## src/rtl/lpm_pkg.sv

```systemverilog
// Shared defaults and types for the list path metric calculator.
// Assumes a list of two survivors, hence four candidates.
package lpm_pkg;
    localparam int LPM_LLR_W  = 8;
    localparam int LPM_PM_W   = 10;
    localparam int LPM_LIST   = 2;
    localparam int LPM_NCAND  = 2 * LPM_LIST;
    localparam int LPM_IDX_W  = $clog2(LPM_NCAND);

    // Candidate tag: which survivor was extended and with which bit.
    typedef struct packed {
        logic par;
        logic bval;
    } lpm_tag_t;
endpackage

```

## src/rtl/lpm_penalty.sv

```systemverilog
// Three-segment penalty unit approximating log(1+e^x).
// Output is in metric LSBs (half an LLR unit): 0, 1 or 2x.
// Assumes x is signed, one bit wider than the raw LLR.
module lpm_penalty #(
    parameter int LLR_W = 8
) (
    input  logic signed [LLR_W:0] x,
    output logic        [LLR_W:0] pen
);
    // Select the segment from the sign and zero test of x.
    always_comb begin
        if (x[LLR_W])
            pen = '0;
        else if (x == '0)
            pen = {{LLR_W{1'b0}}, 1'b1};
        else
            pen = {x[LLR_W-1:0], 1'b0};
    end
endmodule

```

## src/rtl/lpm_sat_add.sv

```systemverilog
// Unsigned adder that clamps its result to the metric range.
// Assumes both operands are unsigned.
module lpm_sat_add #(
    parameter int PM_W  = 10,
    parameter int PEN_W = 9
) (
    input  logic [PM_W-1:0]  a,
    input  logic [PEN_W-1:0] b,
    output logic [PM_W-1:0]  y
);
    localparam int SUM_W = ((PM_W > PEN_W) ? PM_W : PEN_W) + 1;

    logic [SUM_W-1:0] sum;

    // Add at full width, then clamp to all ones when the range is exceeded.
    always_comb begin
        sum = SUM_W'(a) + SUM_W'(b);
        if (sum > SUM_W'({PM_W{1'b1}}))
            y = '1;
        else
            y = sum[PM_W-1:0];
    end
endmodule

```

## src/rtl/lpm_top2.sv

```systemverilog
// Ranks candidates and returns the indices of the highest and
// second highest metric. An equal metric ranks the lower index
// first, so index order encodes the tie policy (parent, then bit).
module lpm_top2 #(
    parameter int PM_W  = 10,
    parameter int NCAND = 4,
    parameter int IDX_W = 2
) (
    input  logic [NCAND-1:0][PM_W-1:0] m,
    output logic [IDX_W-1:0]           idx_best,
    output logic [IDX_W-1:0]           idx_next
);
    logic [NCAND-1:0][NCAND-1:0] beats;   // beats[i][j]: j outranks i
    logic [NCAND-1:0][IDX_W-1:0] rank;

    for (genvar i = 0; i < NCAND; i++) begin : g_row
        for (genvar j = 0; j < NCAND; j++) begin : g_col
            if (i == j) begin : g_self
                assign beats[i][j] = 1'b0;
            end else if (j < i) begin : g_lo
                assign beats[i][j] = (m[j] >= m[i]);
            end else begin : g_hi
                assign beats[i][j] = (m[j] > m[i]);
            end
        end
        // Rank of candidate i is the number of candidates above it.
        always_comb begin
            rank[i] = '0;
            for (int j = 0; j < NCAND; j++)
                rank[i] = rank[i] + IDX_W'(beats[i][j]);
        end
    end

    // Pick the candidates holding rank 0 and rank 1.
    always_comb begin
        idx_best = '0;
        idx_next = '0;
        for (int i = 0; i < NCAND; i++) begin
            if (rank[i] == IDX_W'(0)) idx_best = IDX_W'(i);
            if (rank[i] == IDX_W'(1)) idx_next = IDX_W'(i);
        end
    end
endmodule

```

## src/rtl/lpm_calc.sv

```systemverilog
// List path metric calculator for two survivors.
// Builds four child metrics (survivor x bit), keeps the best two,
// or both bit-0 children when the bit is frozen, and registers the
// result one cycle after in_valid. Candidate index = {parent, bit}.
module lpm_calc
    import lpm_pkg::*;
#(
    parameter int LLR_W = LPM_LLR_W,
    parameter int PM_W  = LPM_PM_W
) (
    input  logic                    clk,
    input  logic                    rst_n,
    input  logic                    in_valid,
    input  logic signed [LLR_W-1:0] in_llr,
    input  logic        [PM_W-1:0]  in_pm0,
    input  logic        [PM_W-1:0]  in_pm1,
    input  logic                    in_frozen,
    output logic                    out_valid,
    output logic        [PM_W-1:0]  out_best_pm,
    output logic                    out_best_par,
    output logic                    out_best_bit,
    output logic        [PM_W-1:0]  out_next_pm,
    output logic                    out_next_par,
    output logic                    out_next_bit
);
    localparam int PEN_W = LLR_W + 1;

    logic signed [LLR_W:0]           llr_pos;
    logic signed [LLR_W:0]           llr_neg;
    logic [1:0][PEN_W-1:0]           pen;      // indexed by bit value
    logic [LPM_NCAND-1:0][PM_W-1:0]  cand;
    logic [LPM_IDX_W-1:0]            idx_best;
    logic [LPM_IDX_W-1:0]            idx_next;
    lpm_tag_t                        tag_best;
    lpm_tag_t                        tag_next;

    // Widen the LLR by one bit and negate it for the bit-1 branch.
    always_comb begin
        llr_pos = {in_llr[LLR_W-1], in_llr};
        llr_neg = -llr_pos;
    end

    lpm_penalty #(.LLR_W(LLR_W)) u_pen0 (.x(llr_pos), .pen(pen[0]));
    lpm_penalty #(.LLR_W(LLR_W)) u_pen1 (.x(llr_neg), .pen(pen[1]));

    for (genvar c = 0; c < LPM_NCAND; c++) begin : g_add
        lpm_sat_add #(.PM_W(PM_W), .PEN_W(PEN_W)) u_add (
            .a ((c / 2 == 0) ? in_pm0 : in_pm1),
            .b (pen[c % 2]),
            .y (cand[c])
        );
    end

    lpm_top2 #(.PM_W(PM_W), .NCAND(LPM_NCAND), .IDX_W(LPM_IDX_W)) u_sel (
        .m        (cand),
        .idx_best (idx_best),
        .idx_next (idx_next)
    );

    // A frozen bit overrides the ranking with both bit-0 children.
    always_comb begin
        if (in_frozen) begin
            tag_best = '{par: 1'b0, bval: 1'b0};
            tag_next = '{par: 1'b1, bval: 1'b0};
        end else begin
            tag_best = idx_best;
            tag_next = idx_next;
        end
    end

    // Capture the selected children on valid input; hold otherwise.
    always_ff @(posedge clk) begin
        if (!rst_n) begin
            out_valid    <= 1'b0;
            out_best_pm  <= '0;
            out_best_par <= 1'b0;
            out_best_bit <= 1'b0;
            out_next_pm  <= '0;
            out_next_par <= 1'b0;
            out_next_bit <= 1'b0;
        end else begin
            out_valid <= in_valid;
            if (in_valid) begin
                out_best_pm  <= cand[tag_best];
                out_best_par <= tag_best.par;
                out_best_bit <= tag_best.bval;
                out_next_pm  <= cand[tag_next];
                out_next_par <= tag_next.par;
                out_next_bit <= tag_next.bval;
            end
        end
    end
endmodule

```

## config.mk

```make
export PLATFORM = sky130hd
export DESIGN_NAME = lpm_calc
export DESIGN_NICKNAME = d
export VERILOG_FILES = /design/src/rtl/lpm_pkg.sv /design/src/rtl/lpm_penalty.sv /design/src/rtl/lpm_sat_add.sv /design/src/rtl/lpm_top2.sv /design/src/rtl/lpm_calc.sv
export SDC_FILE = /design/constraint.sdc
export NUM_CORES = 1
export LEC_CHECK = 0
export CORE_ASPECT_RATIO = 0.8
export CORE_MARGIN = 5
export CORE_UTILIZATION = 40
export CTS_BUF_LIST = sky130_fd_sc_hd__clkbuf_4 sky130_fd_sc_hd__clkbuf_8 sky130_fd_sc_hd__clkbuf_16
export DETAILED_ROUTE_END_ITERATION = 8
export GPL_ROUTABILITY_DRIVEN = 0
export PLACE_DENSITY = 0.68
export SLEW_MARGIN = 30
export SYNTH_ARGS = -nofsm -noshare
export SYNTH_HDL_FRONTEND = slang
export SYNTH_SLANG_ARGS = --single-unit
```

## constraint.sdc

```tcl
create_clock -name clk -period 11.87 [get_ports clk]
set_input_delay 2.374 -clock clk [delete_from_list [all_inputs] [get_ports clk]]
set_output_delay 2.374 -clock clk [all_outputs]
set_load 0.005 [all_outputs]
```

==> flow_summary.json <==
{
  "worstRegToRegCells": 3,
  "std_cell_rows": 36,
  "synth.net_count": 794,
  "cts-root-to-sink-buffers": 2,
  "cellPowerDensity_nw_per_um2": 141,
  "global_route.usage.total": 0.220,
  "crit_path_top_delay_cell": "nor3_1",
  "die_area_sq_um": 14600,
  "die_w_um": 134,
  "post-route-drc-count": 0,
  "status": "finished, final reports clean",
  "dp_hpwl_um": 13500,
  "vert_die_dim_um": 109,
  "final_period_minus_worst_setup_slack_ns": 10.55,
  "netlist_top_cells_area": "ha_1, dfxtp_1, a21oi_1, o21ai_0, nand2_1",
  "layout.filler_cells": 1201,
  "synth_ff_type": "dfxtp_1",
  "tritoncts": "built",
  "max_slew_violation_count": 0,
  "number_of_hold_buffers_added_after_cts": 0,
  "finalSetupTns_ns": 0,
  "maxClockFrequency_mhz": 94.8,
  "final-hold-violation-count": 0,
  "drt_iter0_markers": 573,
  "multi_input_comb_area_sq_um": 4160,
  "insertion_delay_ns": 0.26,
  "grt_antenna_before_repair": 0,
  "skew_ns": 0,
  "flow.area_growth_from_synthesis_pct": 15.9,
  "numPortBuffers": 56,
  "io_pins": 57,
  "synth-edff-count": 0,
  "relSlewSlack": 0.383,
  "clock_sinks": 25,
  "ctsRootBufferMaster": "clkbuf_16",
  "via_count_of_the_first_global_routing_pass": 4996,
  "p_leak_nw": 2.51,
  "netlist.top_cell.by_area": "ha_1",
  "timing.critical_path.required_ns": 12.06,
  "drv.max_cap_violation_count": 0,
  "timing.hold.worst.start": "out_next_pm[7]",
  "holdPathStages": 2,
  "synth_top_area_frac": 0.229,
  "overflow": 0,
  "cp-end-kind": "flop",
  "starting_density_of_the_core": 0.406,
  "antenna_violating_nets_post_route": 0,
  "area.sequential_sq_um": 500,
  "crit_arrival_ns": 10.74,
  "worst_setup_hold_path_clk_slew_ns": 0.06,
  "finalWirelength_um": 16300,
  "cts_made_buffers": 3,
  "synth_async_sr_flop_share": 0,
  "syn-mean-instance-area_sq_um": 7.39,
  "cts_post_setup_buffers_inserted": 0,
  "reg2reg_setup_slack_ns": 10.88,
  "rsz0062_at_grt": "false",
  "worstReg2RegEnd": "out_next_pm[8]",
  "placed_cells": 855,
  "setup_viol": 0,
  "worst-setup-path-type": "in -> reg",
  "r2r_start": "out_next_pm[8]",
  "final_cell_count_no_fill": 859,
  "grt_start_max_net_pins": 40,
  "antenna-diode-count": 0,
  "avgRoutedWirePerCell_um": 19.0,
  "min_delay_worst_endpoint": "out_next_pm[7]",
  "drt-pass1-iter-count": 5,
  "synth.distinct_cells": 67,
  "layout-drive-gt1-share": 0.0495,
  "floorplan.core_area_sq_um": 12100,
  "cp-start-kind": "primary input",
  "syn-instance-count": 665,
  "worst_path_most_repeated_cell": "o21ai_0",
  "final_min_period_over_clock_period": 0.889,
  "worst_hold_path_type": "reg -> reg",
  "ir_drop_uv": 67.1,
  "ys_warn_count": 0,
  "dr_total_vias": 5324,
  "syn-cell-area_sq_um": 4920,
  "synth_seq_area_share": 0.102,
  "viasPerCell": 6.20,
  "nets": 837,
  "crit_path_max_incr_delay_ns": 0.71,
  "level_count_of_the_clock_h_tree": 1,
  "synth-seq-cells": 25,
  "timing.critical_path.fanout_max": 18,
  "worstMarginPinSlew_ns": 0.919,
  "post_cts.resized_instances": 0,
  "global_route_wire_length_before_repair_um": 26000
}
-- power breakdown --
part / switching [mW] / internal, mW
clock network: 0.0293 / 0.0482
registers: 0.0118 / 0.106
logic: 0.359 / 0.246
-- final cells by class --
| type | count | share of cell area |
|---|---|---|
| flip-flops and latches | 25 | 0.0879 |
| inverters | 45 | 0.0297 |
| well taps | 152 | 0.0334 |
| multi-input cells | 572 | 0.730 |
| clock buffers | 4 | 0.0145 |
| repair buffers | 61 | 0.105 |
-- Yosys cell counts, types with 3 or more instances --
cell,n
ha_1,90
a21oi_1,60
nand2_1,52
nor2_1,49
inv_1,45
o21ai_0,45
nor3_1,32
dfxtp_1,25
a21o_1,21
a211oi_1,18
clkbuf_1,18
nand3_1,15
xnor2_1,15
nor2b_1,14
o21a_1,13
a31oi_1,11
o211ai_1,10
nand2b_1,9
fa_1,7
o21bai_1,7
or3_1,7
xor2_1,7
mux2i_1,6
o22ai_1,5
or2_2,5
a311oi_1,4
and3_1,4
nand4_1,4
a221o_1,3
a221oi_1,3
and2_1,3
buf_2,3
nor3b_1,3
o21ai_1,3
o31ai_1,3
-- logic make-up (layout without fill, tap and decap cells) --
family	count (synthesis)	count (layout)	share of synthesized area
compound gates	234	234	0.316
xor+xnor	22	22	0.0392
fa+ha+maj	99	99	0.262
buf+inv	68	110	0.0542
flops	25	25	0.102
mux	8	8	0.0168
simple gates	209	209	0.210
-- per-layer routing --
layer | vias up | part of all wire | global-route usage | routed length, um
met5 | - | 0 | 0 | 0
met2 | 253 | 0.44 | 0.356 | 7130
met4 | 0 | 0.0088 | 0.0213 | 143
met3 | 16 | 0.088 | 0.0383 | 1440
met1 | 2500 | 0.47 | 0.318 | 7590
li1 | 2555 | - | - | -
-- layout by cell type, fill, tap and decap left out, types with 6 or more instances in the layout --
master	n
nand2_1	52
o21ai_0	45
nor2b_1	14
nand2b_1	9
or3_1	7
a31oi_1	11
nor3_1	32
a21o_1	21
a21oi_1	59
clkdlybuf4s50_1	56
ha_1	90
mux2i_1	6
nand3_1	15
a211oi_1	18
xnor2_1	15
o21a_1	13
xor2_1	7
inv_1	45
o21bai_1	7
nor2_1	48
fa_1	7
dfxtp_1	25
o211ai_1	10
-- through the flow --
stage / worst slack [ns] / hold slack (ns) / power [mW] / utilization / instance area [sq um]
3_3_place_gp: 1.29 / 0.468 / 0.689 / 0.463 / 5610
3_5_place_dp: 1.13 / 0.477 / 0.704 / 0.463 / 5610
6_report: 1.32 / 0.481 / 0.801 / 0.470 / 5700
4_1_cts: 1.37 / 0.492 / 0.784 / 0.470 / 5690
5_1_grt: 0.975 / 0.508 / 0.868 / 0.470 / 5700
2_1_floorplan: 3.05 / 0.449 / 0.521 / - / 4920
-- state kept, by name, indices dropped and copies added (netlist names) --
| register | flops |
|---|---|
| out_best_bit | 1 |
| out_best_par | 1 |
| out_best_pm | 10 |
| out_next_bit | 1 |
| out_next_par | 1 |
| out_next_pm | 10 |
| out_valid | 1 |
-- how the worst max path moves through the flow --
stage,start,to,cells after the start
global route,in_llr[4],out_next_pm[1],29
floorplan,in_llr[7],out_best_pm[9],27
finish,in_llr[4],out_best_pm[5],29
CTS,in_llr[4],out_best_pm[6],29
global placement,in_llr[4],out_best_pm[9],28
detailed placement,in_llr[4],out_best_pm[6],29
-- critical path, delay by kind of cell --
family / cells / cell delay (ns)
AOI/OAI and AO/OA: 13 / 3.05
adders and majority gates: 4 / 1.53
buffers and inverters: 1 / 0.51
and+or+nand+nor: 11 / 3.25
No activity file was read; power rests on OpenSTA's default activity.
